`config.mk`:
```
export PLATFORM = sky130hd
export DESIGN_NAME = slv_resp_monitor
export DESIGN_NICKNAME = d
export VERILOG_FILES = /design/src/rtl/slv_mon_pkg.sv /design/src/rtl/err_seq_check.sv /design/src/rtl/wait_tracker.sv /design/src/rtl/sticky_bank.sv /design/src/rtl/slv_resp_monitor.sv
export SDC_FILE = /design/constraint.sdc
export NUM_CORES = 1
export LEC_CHECK = 0
export CAP_MARGIN = 40
export CORE_AREA = 2 2 39 41
export CTS_CLUSTER_DIAMETER = 60
export DETAILED_ROUTE_END_ITERATION = 7
export DIE_AREA = 0 0 41 43
export PLACE_DENSITY = 0.65
export SLEW_MARGIN = 5
export SYNTH_ARGS = -nofsm -noshare
export SYNTH_HDL_FRONTEND = slang
export SYNTH_SLANG_ARGS = --single-unit
```
`constraint.sdc`:
```
create_clock -name clk -period 2.65 [get_ports clk]
set_input_delay 0.53 -clock clk [delete_from_list [all_inputs] [get_ports clk]]
set_output_delay 0.53 -clock clk [all_outputs]
set_load 0.05 [all_outputs]
```
`src/rtl/slv_mon_pkg.sv`:
```
// Package: shared encodings for the slave response monitor.
// Assumes a two-bit transfer type as used on AHB-Lite style buses.
package slv_mon_pkg;

    typedef enum logic [1:0] {
        TR_IDLE   = 2'b00,
        TR_BUSY   = 2'b01,
        TR_NONSEQ = 2'b10,
        TR_SEQ    = 2'b11
    } xfer_e;

    // Rule indices into the sticky flag vector.
    localparam int RULE_SEQ    = 0;
    localparam int RULE_LONE   = 1;
    localparam int RULE_LAT    = 2;
    localparam int RULE_CANCEL = 3;
    localparam int NUM_RULES   = 4;

endpackage

```
`src/rtl/err_seq_check.sv`:
```
// Module: err_seq_check
// Watches the slave's ready/error pair and reports, as one-cycle
// hits, broken two-cycle error sequences, lone error cycles and a
// master that fails to show IDLE in the closing error cycle.
// Assumes inputs are synchronous to clk; hits are combinational.
module err_seq_check
    import slv_mon_pkg::*;
#(
    parameter bit CANCEL_CHK = 1'b1
) (
    input  logic       clk,
    input  logic       rst_n,
    input  logic [1:0] xfer_type,
    input  logic       slv_rdy,
    input  logic       slv_err,
    output logic       hit_seq,
    output logic       hit_lone,
    output logic       hit_cancel
);

    logic first_q;    // previous cycle was a first error cycle
    logic closing;    // current cycle shows ready high with error

    assign closing = slv_rdy && slv_err;

    // Remember whether the last cycle opened an error response.
    always_ff @(posedge clk) begin
        if (!rst_n) first_q <= 1'b0;
        else        first_q <= !slv_rdy && slv_err;
    end

    // Decode sequence faults from the remembered and current cycle.
    always_comb begin
        hit_seq  = first_q && !closing;
        hit_lone = closing && !first_q;
    end

    generate
        if (CANCEL_CHK) begin : g_cancel
            // Closing error cycle must carry IDLE from the master.
            assign hit_cancel = first_q && closing && (xfer_type != TR_IDLE);
        end else begin : g_no_cancel
            assign hit_cancel = 1'b0;
        end
    endgenerate

endmodule

```
`src/rtl/wait_tracker.sv`:
```
// Module: wait_tracker
// Tracks whether a transfer is in its data phase and counts the
// OKAY wait states it receives, saturating at MAX_WAIT+1.
// Reports a latency hit on each counted wait at or beyond the ceiling.
// Assumes bus_rdy high marks acceptance of the current address phase.
module wait_tracker #(
    parameter int MAX_WAIT = 16,
    parameter int CNT_W    = $clog2(MAX_WAIT + 2)
) (
    input  logic             clk,
    input  logic             rst_n,
    input  logic             addr_active,
    input  logic             bus_rdy,
    input  logic             slv_rdy,
    input  logic             slv_err,
    output logic [CNT_W-1:0] wait_cnt,
    output logic             hit_lat
);

    localparam logic [CNT_W-1:0] CEIL = CNT_W'(MAX_WAIT);
    localparam logic [CNT_W-1:0] SAT  = CNT_W'(MAX_WAIT + 1);

    logic dphase_q;
    logic count_en;

    // Latch data-phase status when an address phase is accepted.
    always_ff @(posedge clk) begin
        if (!rst_n)       dphase_q <= 1'b0;
        else if (bus_rdy) dphase_q <= addr_active;
    end

    assign count_en = dphase_q && !slv_rdy && !slv_err;
    assign hit_lat  = count_en && (wait_cnt >= CEIL);

    // Count OKAY waits; any ready-high cycle ends the transfer.
    always_ff @(posedge clk) begin
        if (!rst_n)                      wait_cnt <= '0;
        else if (slv_rdy)                wait_cnt <= '0;
        else if (count_en && wait_cnt != SAT) wait_cnt <= wait_cnt + 1'b1;
    end

    // a completed transfer leaves the counter at zero.
    a_r4_cnt_zero: assert property (@(posedge clk) disable iff (!rst_n)
        slv_rdy |=> (wait_cnt == '0));

    // the counter never passes its saturation value.
    a_r4_cnt_bound: assert property (@(posedge clk) disable iff (!rst_n)
        wait_cnt <= SAT);

    // outside a data phase the count does not rise.
    a_r5_no_count: assert property (@(posedge clk) disable iff (!rst_n)
        (!dphase_q && !slv_rdy) |=> $stable(wait_cnt));

endmodule

```
`src/rtl/sticky_bank.sv`:
```
// Module: sticky_bank
// A row of sticky flags; each bit sets on its hit and holds until
// reset or a synchronous clear, which wins over a same-cycle hit.
module sticky_bank #(
    parameter int N = 4
) (
    input  logic         clk,
    input  logic         rst_n,
    input  logic         clr,
    input  logic [N-1:0] hit,
    output logic [N-1:0] flags
);

    generate
        for (genvar i = 0; i < N; i++) begin : g_bit
            // Set on hit, hold otherwise, drop on reset or clear.
            always_ff @(posedge clk) begin
                if (!rst_n || clr) flags[i] <= 1'b0;
                else if (hit[i])   flags[i] <= 1'b1;
            end
        end
    endgenerate

    // without a clear, no flag ever drops.
    a_r8_sticky: assert property (@(posedge clk) disable iff (!rst_n)
        !clr |=> ((flags & $past(flags)) == $past(flags)));

    // a clear empties the whole bank on the next cycle.
    a_r8_clear: assert property (@(posedge clk) disable iff (!rst_n)
        clr |=> (flags == '0));

endmodule

```
`src/rtl/slv_resp_monitor.sv`:
```
// Module: slv_resp_monitor (top)
// Passive monitor of one slave's response signalling on a pipelined
// bus: two-cycle error sequence, lone error cycles, wait-state
// ceiling and the master's IDLE in the closing error cycle.
// Assumes all inputs are synchronous to clk; drives nothing on the bus.
module slv_resp_monitor
    import slv_mon_pkg::*;
#(
    parameter int MAX_WAIT   = 16,
    parameter bit CANCEL_CHK = 1'b1,
    localparam int CNT_W     = $clog2(MAX_WAIT + 2)
) (
    input  logic             clk,
    input  logic             rst_n,
    input  logic             clr,
    input  logic [1:0]       xfer_type,
    input  logic             bus_rdy,
    input  logic             slv_rdy,
    input  logic             slv_err,
    output logic             flag_err_seq,
    output logic             flag_lone_err,
    output logic             flag_latency,
    output logic             flag_no_cancel,
    output logic [CNT_W-1:0] wait_cnt
);

    logic [NUM_RULES-1:0] hits;
    logic [NUM_RULES-1:0] flags;
    logic                 addr_active;

    assign addr_active = xfer_type[1];   // NONSEQ or SEQ

    err_seq_check #(.CANCEL_CHK(CANCEL_CHK)) u_seq (
        .clk        (clk),
        .rst_n      (rst_n),
        .xfer_type  (xfer_type),
        .slv_rdy    (slv_rdy),
        .slv_err    (slv_err),
        .hit_seq    (hits[RULE_SEQ]),
        .hit_lone   (hits[RULE_LONE]),
        .hit_cancel (hits[RULE_CANCEL])
    );

    wait_tracker #(.MAX_WAIT(MAX_WAIT), .CNT_W(CNT_W)) u_wait (
        .clk         (clk),
        .rst_n       (rst_n),
        .addr_active (addr_active),
        .bus_rdy     (bus_rdy),
        .slv_rdy     (slv_rdy),
        .slv_err     (slv_err),
        .wait_cnt    (wait_cnt),
        .hit_lat     (hits[RULE_LAT])
    );

    sticky_bank #(.N(NUM_RULES)) u_flags (
        .clk   (clk),
        .rst_n (rst_n),
        .clr   (clr),
        .hit   (hits),
        .flags (flags)
    );

    assign flag_err_seq   = flags[RULE_SEQ];
    assign flag_lone_err  = flags[RULE_LONE];
    assign flag_latency   = flags[RULE_LAT];
    assign flag_no_cancel = flags[RULE_CANCEL];

    // an opened error not closed next cycle raises the sequence flag.
    a_r2_err_seq: assert property (@(posedge clk) disable iff (!rst_n)
        (!slv_rdy && slv_err) ##1 (!(slv_rdy && slv_err) && !clr)
        |=> flag_err_seq);

    // a ready-high error after a non-opening cycle is a lone error.
    a_r3_lone_err: assert property (@(posedge clk) disable iff (!rst_n)
        !(!slv_rdy && slv_err) ##1 (slv_rdy && slv_err && !clr)
        |=> flag_lone_err);

    // nothing is flagged straight after reset.
    a_r1_reset_clean: assert property (@(posedge clk)
        !rst_n |=> (flags == '0 && wait_cnt == '0));

    generate
        if (CANCEL_CHK) begin : g_chk_cancel
            // closing error cycle without IDLE raises the cancel flag.
            a_r6_cancel: assert property (@(posedge clk) disable iff (!rst_n)
                (!slv_rdy && slv_err) ##1
                (slv_rdy && slv_err && xfer_type != TR_IDLE && !clr)
                |=> flag_no_cancel);
        end else begin : g_chk_off
            // a disabled cancel rule never flags.
            a_r7_cancel_off: assert property (@(posedge clk) disable iff (!rst_n)
                !flag_no_cancel);
        end
    endgenerate

endmodule

```
* Word level (Yosys, flattened, before mapping) *
Cells that the tools add are included.

cells by class
  add/sub/neg operators = 1
  $lt $le $gt $ge = 1
  eq/ne operators = 1
  bitwise logic cells = 1
  reduce and logical (&&, ||, !) cells = 18

operators by type and width
  cell                                                      number
  logical AND 1 bit                                         10
  adder 5 x 1 -> 5 bit, second input constant               1
  greater-or-equal comparator 5 bit, second input constant  1
  zero test 1 bit                                           5
  inequality test 5 bit, second input constant              1
  nonzero test 2 bit                                        1
  OR reduction 2 bit                                        1
  logical OR 1 bit                                          1
  NOT 1 bit                                                 1

word-level totals
  bits in registers = 11
  input port bits = 8
  output and inout port bits = 9

* Depth between registers and ports, before layout *
Gate-level depths: netlist of the first run.

  depth in word-level cells = 4
  gate-level depth with buffers = 5
  mapped depth without buffers = 5

* Hierarchy *
A second synthesis of the first run with hierarchy kept.

second synthesis, totals
  cells, all modules = 52
  area total of the unflattened synthesis = 481.7 sq um

modules (own cells, without submodules)
  module         times used  cells each  area each (sq um)  seq. area each (sq um)
  wait_tracker   1           34          300.3              120.1
  sticky_bank    1           13          123.9              80.1
  err_seq_check  1           5           57.6               20.0

* Least setup slack after synthesis of the first run *
Ideal clock, no wire load.

  kind = register -> register
  from = reg u_wait.wait_cnt[1]
  to = reg u_wait.wait_cnt[2]
  data arrival time = 1.620 ns
  required time = 2.580 ns
  setup slack = 0.960 ns
  cell stages (with the launch flop) = 6
  buffers on the path = 0
  cell sequence = dfxtp_1 > inv_1 > ha_1 > nor4bb_1 > or4_1 > a21oi_1

between the ends
  longest elaborated chain between the ends = 2
  elaborated cells on any way between the ends = 3

ends and longest elaborated chain
  element                                                                       RTL line            RTL
  start, declared                                                               wait_tracker.sv:16  output logic [CNT_W-1:0] wait_cnt,
  start signal, assigned                                                        wait_tracker.sv:39  else if (count_en && wait_cnt != SAT) wait_cnt <= wait_cnt + 1'b1;
  parallel branches: the longest is 2 deep, another holds adder 5 x 1 -> 5 bit  n/a

Parallel ways; which one is timed is not known.
A chain may end at the register's enable or synchronous reset.

* Worst setup path in the final report of the first run *
  from = reg u_wait.wait_cnt[0]
  to = out wait_cnt[0]

RTL lines
  element        RTL line                RTL
  end, declared  slv_resp_monitor.sv:24  output logic [CNT_W-1:0] wait_cnt

No word-level cell between the ends.

==> summary.txt, run 1 <==
Pint: 242 µW
final setup margin: 0.589 ns
crit-path leading delay family: buffers and inverters
cell breakdown of the critical path: clkdlybuf4s50_1
Boundary Pins: 17
Initial Util: 34.1%
Yosys cell types: 22
Die Width: 41 µm
CTS tree: yes
switching share of power: 24.1%
Hold Crit Class: reg2reg
hold buffer count at CTS: 0
setup bufs post-CTS: 0
clock buffer count from CTS: 3
LEAKAGE: 0.234 nW
H-Tree Level Count: 1
DR vias/cell: 5.05
Ys Warns: 0
slew at the pin closest to its max-slew limit: 0.609 ns
1st-pass router iterations: 4
Core Rows: 14
Adder-Cell Fraction of Synth Area: 5.31%
Total GRT Usage: 14.5%
Slowest-stage cell, CP: clkdlybuf4s50_1
Finished Cell Area: 673 µm²
clock sink count: 11
post-synthesis mux area share: 2.12%
critical path data required time: 2.12 ns
ranking of synthesized cells by area: dfxtp_1 47%, a21oi_1 6.4%, ha_1 5.3%
pwr dens: 474 nW/µm²
RSZ-0062 raised after global routing: no
initial antenna violation count: 0
number of buffers and inverters on the critical path: 1
largest net degree at the start of global routing: 11
worst skew pair latency: 0.28 ns
CTS Buffer Depth: 2
cell area after synthesis: 472 µm²
synth-to-layout area growth: 42.7%
Antenna Cells: 0
post-synth top area share: 46.7%
Residual DRC: 0
largest fanout on the critical path: 6
number of global-route vias before repair: 380
Synth Area per Inst: 9.07 µm²
initial DRC count: 10
largest area contributor in the synthesized netlist: dfxtp_1
final hold violation count: 0
Synth Area in Simple Gates: 24.9%
layout cells sized above 1: 5.63%
CP arrival: 1.53 ns
GRT overflow: 0
first-pass GRT wire length: 1.64 mm
setup TNS: 0 ns
sequential area share after synthesis: 46.7%
Largest stage delay, worst path: 0.83 ns
routability congestion estimate: 0.754
largest family of logic cells by synthesized area: simple AND/OR/NAND/NOR gates
Reg clk slew, reported paths: 0.08 ns
Die Y: 43 µm
fin crit period: 2.06 ns
total design power: 319 µW
clock network fraction of design power: 37.8%
combinational fraction of design power: 9.0%
clk_skew: 0.00909 ns
Yosys reg bits: 11
CP Capture Type: output pin
fin crit share: 77.8%
CP Class: reg2out
Synth Instances: 52
WL final: 1.01 mm
Placed Area: 647 µm²
core area: 1380 µm²
buffers added on ports: 16
pre-CTS setup slack: 0.396 ns
Syn Nets: 62
XOR/XNOR Fraction of Synth Area: 0%
Root Driver: clkbuf_4
Total Nets Final: 82
# fillers: 144
Rel. slew slack: 58.8%
post-synthesis compound-gate area fraction: 17.5%
DR WL/cell: 11.6 µm
peak supply drop: 0.000224 V
CP startpoint kind: flip-flop
sw power: 76.9 µW
DP HPWL: 744 µm
Pins Over Slew Limit: 0
run status: finished clean
final core utilization: 48.6%
MaxCap Viol Count: 0
area of the die: 1760 µm²
Seq pwr share: 53.2%
Final setup viols: 0
cts repair resizes: 0
Max Fclk: 0.485 GHz
vias post-DR: 439
Final ANT Viol Nets: 0
## worst paths after layout
check	cells after the start	slack, ns	endpoint	from
worst min-delay path	2	0.45	u_flags.flags[3]	u_flags.flags[3]
worst max-delay path	1	0.59	wait_cnt[0]	u_wait.wait_cnt[0]
worst min register to register	2	0.45	u_flags.flags[3]	u_flags.flags[3]
worst max register to register	3	1.11	u_wait.wait_cnt[2]	u_wait.dphase_q
## state kept, by name (all words and copies together), names as in the netlist
name             cells
u_flags.flags        4
u_seq.first_q        1
u_wait.dphase_q      1
u_wait.wait_cnt      5
## power by group through the flow
stage	clock [mW]	sequential, mW	combinational, mW
final	0.120	0.170	0.0287
after detailed placement	0	0.174	0.0288
after CTS	0.127	0.170	0.0289
after global routing	0.128	0.170	0.0317
after global placement	0	0.174	0.0286
after floorplan	0	0.177	0.00890
## per-layer routing
metal | global-route usage (%) | share of wire [%] | vias up
met4 | 12.0 | 2.7 | 0
met5 | 0 | 0 | -
met2 | 17.5 | 47 | 12
li1 | - | - | 222
met1 | 19.9 | 47 | 201
met3 | 4.71 | 3.6 | 4
## cell usage after synthesis
master     count
a21oi_1        6
a31oi_1        1
and2_1         1
and2b_1        1
buf_2          1
dfxtp_1       11
ha_1           2
inv_1          3
mux2i_1        1
nand2_1        2
nand2b_1       2
nand3_1        2
nor2_1         4
nor2b_1        1
nor4bb_1       1
o2111ai_1      1
o211ai_1       1
o21ai_0        4
o21ba_2        1
or3_1          3
or3b_1         1
or4_1          2
## placed cells by master (no fill, tap or decap)
master	synthesis	routed
or4_1	2	2
clkbuf_1	0	1
o2111ai_1	1	1
and2b_1	1	1
nor2_1	4	4
nor2b_1	1	1
ha_1	2	2
o21ba_2	1	1
o211ai_1	1	1
a21oi_1	6	6
dfxtp_1	11	11
a31oi_1	1	1
nand2_1	2	2
inv_1	3	3
or3_1	3	3
or3b_1	1	1
nor4bb_1	1	1
nand3_1	2	2
mux2i_1	1	1
o21ai_0	4	4
clkdlybuf4s50_1	0	16
clkbuf_4	0	3
nand2b_1	2	2
and2_1	1	1
## kinds of logic after synthesis
| group | after synthesis |
|---|---|
| simple gates | 20 |
| compound gates | 14 |
| flops | 11 |
| buf+inv | 4 |
| fa+ha+maj | 2 |
| mux | 1 |
## area by class of cell
cell class	instances	area (µm²)	area share, %
Inverter	3	11.3	1.67
Clock buffer	4	26.3	3.90
Multi-Input combinational cell	37	235	34.9
Tap cell	16	20.0	2.97
Sequential cell	11	220	32.7
Timing Repair Buffer	16	160	23.8
## metrics by stage
step | hold WS, ns | instances
after detailed placement | 0.439 | 83
final | 0.446 | 87
after floorplan | 0.480 | 52
after global placement | 0.434 | 83
after global routing | 0.469 | 87
after CTS | 0.449 | 87
(Power assumes the default switching activity.)
==> run 2: changes to the inputs <==
Settings changed: PLACE_DENSITY 0.65 to 0.67.
Clock period 2.65 ns to 1.7 ns, I/O delays scaled along.
==> run 2 against run 1 <==
Effect of this change: sequential share of layout area shrank 0.83 points; critical endpoint is now u_wait.wait_cnt[2]; power grew 55%; register-to-register slack lost 0.89 ns.
==> summary.txt, run 2 (synthesis results as in run 1) <==
run status: finished clean
MaxCap Viol Count: 0
FF/Latch Area: 220 µm²
flop2flop setup slack: 0.22 ns
DR vias/cell: 5.03
Final setup viols: 0
Die Y: 43 µm
CTS tree: yes
Final ANT Viol Nets: 0
H-Tree Level Count: 1
1st-pass router iterations: 4
Largest stage delay, worst path: 0.48 ns
WL final: 1.06 mm
most frequent cells in the layout: 14 x buf_4, 11 x dfxtp_1, 7 x clkdlybuf4s50_1, 6 x a21oi_1
final core utilization: 49.9%
largest net degree at the start of global routing: 11
peak supply drop: 0.000299 V
commonest non-fill, non-tap cell in the layout: buf_4
Initial Util: 34.1%
RSZ-0062 raised after global routing: no
clk_skew: 0.000803 ns
synth-to-layout area growth: 46.4%
Core Rows: 14
buffers added on ports: 16
largest fanout on the critical path: 10
fin crit period: 1.65 ns
CP arrival: 1.85 ns
LEAKAGE: 0.279 nW
cell breakdown of the critical path: clkdlybuf4s50_1 > or3b_4 > or4_1 > a21oi_1
number of global-route vias before repair: 412
Total GRT Usage: 14.2%
DP HPWL: 807 µm
layout cells sized above 1: 25.0%
DR WL/cell: 11.5 µm
clock buffer count from CTS: 3
vias post-DR: 463
final setup margin: 0.0519 ns
CP Class: in2reg
GRT overflow: 0
Reg with most FFs: u_wait.wait_cnt
CP Capture Type: flip-flop
Hold Crit Class: reg2reg
Reg clk slew, reported paths: 0.07 ns
setup TNS: 0 ns
fin crit share: 96.9%
Max Fclk: 0.607 GHz
Rel. slew slack: 85.1%
core area: 1380 µm²
CTS Buffer Depth: 2
initial antenna violation count: 0
Slowest-stage cell, CP: or4_1
Antenna Cells: 0
final hold violation count: 0
worst skew pair latency: 0.27 ns
Die Width: 41 µm
initial DRC count: 2
Pins Over Slew Limit: 0
Residual DRC: 0
first-pass GRT wire length: 1.62 mm
pwr dens: 717 nW/µm²
hold_ws: 0.460 ns
max FFs per register: 5
slew at the pin closest to its max-slew limit: 0.221 ns
pre-CTS setup slack: -0.298 ns
Root Driver: clkbuf_4
clock sink count: 11
Largest regs: u_wait.wait_cnt: 5 flops, u_flags.flags: 4 flops
routability congestion estimate: 0.719
# fillers: 134
area of the die: 1760 µm²
CP startpoint kind: input port
Total Nets Final: 87
Boundary Pins: 17
footprint of the multi-input gates: 238 µm²
total design power: 495 µW
critical path data required time: 1.90 ns
run 2: cell type report:
type / instances / share of cell area, %
Clock buffer: 4 / 3.80
Inverter: 3 / 1.63
Multi-Input combinational cell: 37 / 34.4
Sequential cell: 11 / 31.9
Tap cell: 16 / 2.90
Timing Repair Buffer: 21 / 25.4
run 2: what timing repair did:
action                     4_1_cts  5_1_grt
hold buffers                     0        0
buffers inserted                 0        0
setup endpoints to repair        1        0
resized for setup                1        0
run 2: power by group:
part           leakage [nW]  internal [mW]  total [mW]  switching, mW
Combinational         0.175         0.0289      0.0510         0.0221
Sequential           0.0891          0.262       0.264        0.00288
Clock                0.0150         0.0908       0.180         0.0892
run 2: stage by stage:
| stage | cell area, µm² | instances |
|---|---|---|
| after floorplan | 472 | 52 |
| after global placement | 662 | 88 |
| after detailed placement | 662 | 88 |
| after CTS | 691 | 92 |
| after global routing | 691 | 92 |
| final | 691 | 92 |
run 2: final timing paths:
kind              cells past startpoint              from                 end
setup / recovery                      4           slv_rdy  u_wait.wait_cnt[2]
hold / removal                        2  u_flags.flags[3]    u_flags.flags[3]
setup reg to reg                      3   u_wait.dphase_q  u_wait.wait_cnt[2]
hold reg to reg                       2  u_flags.flags[3]    u_flags.flags[3]
run 2: routing by layer:
| metal | GRT usage, % | share of wire (%) |
|---|---|---|
| met5 | 0 | 0 |
| met4 | 12.0 | 1.5 |
| met3 | 3.14 | 2.9 |
| met2 | 20.3 | 50 |
| met1 | 16.8 | 46 |
run 2: worst max-delay path, delay by kind of cell:
kind                   cells  cell delay (ns)
buffers and inverters      1             0.43
AND/OR/NAND/NOR            2             0.94
AO/OA/AOI/OAI              1             0.14
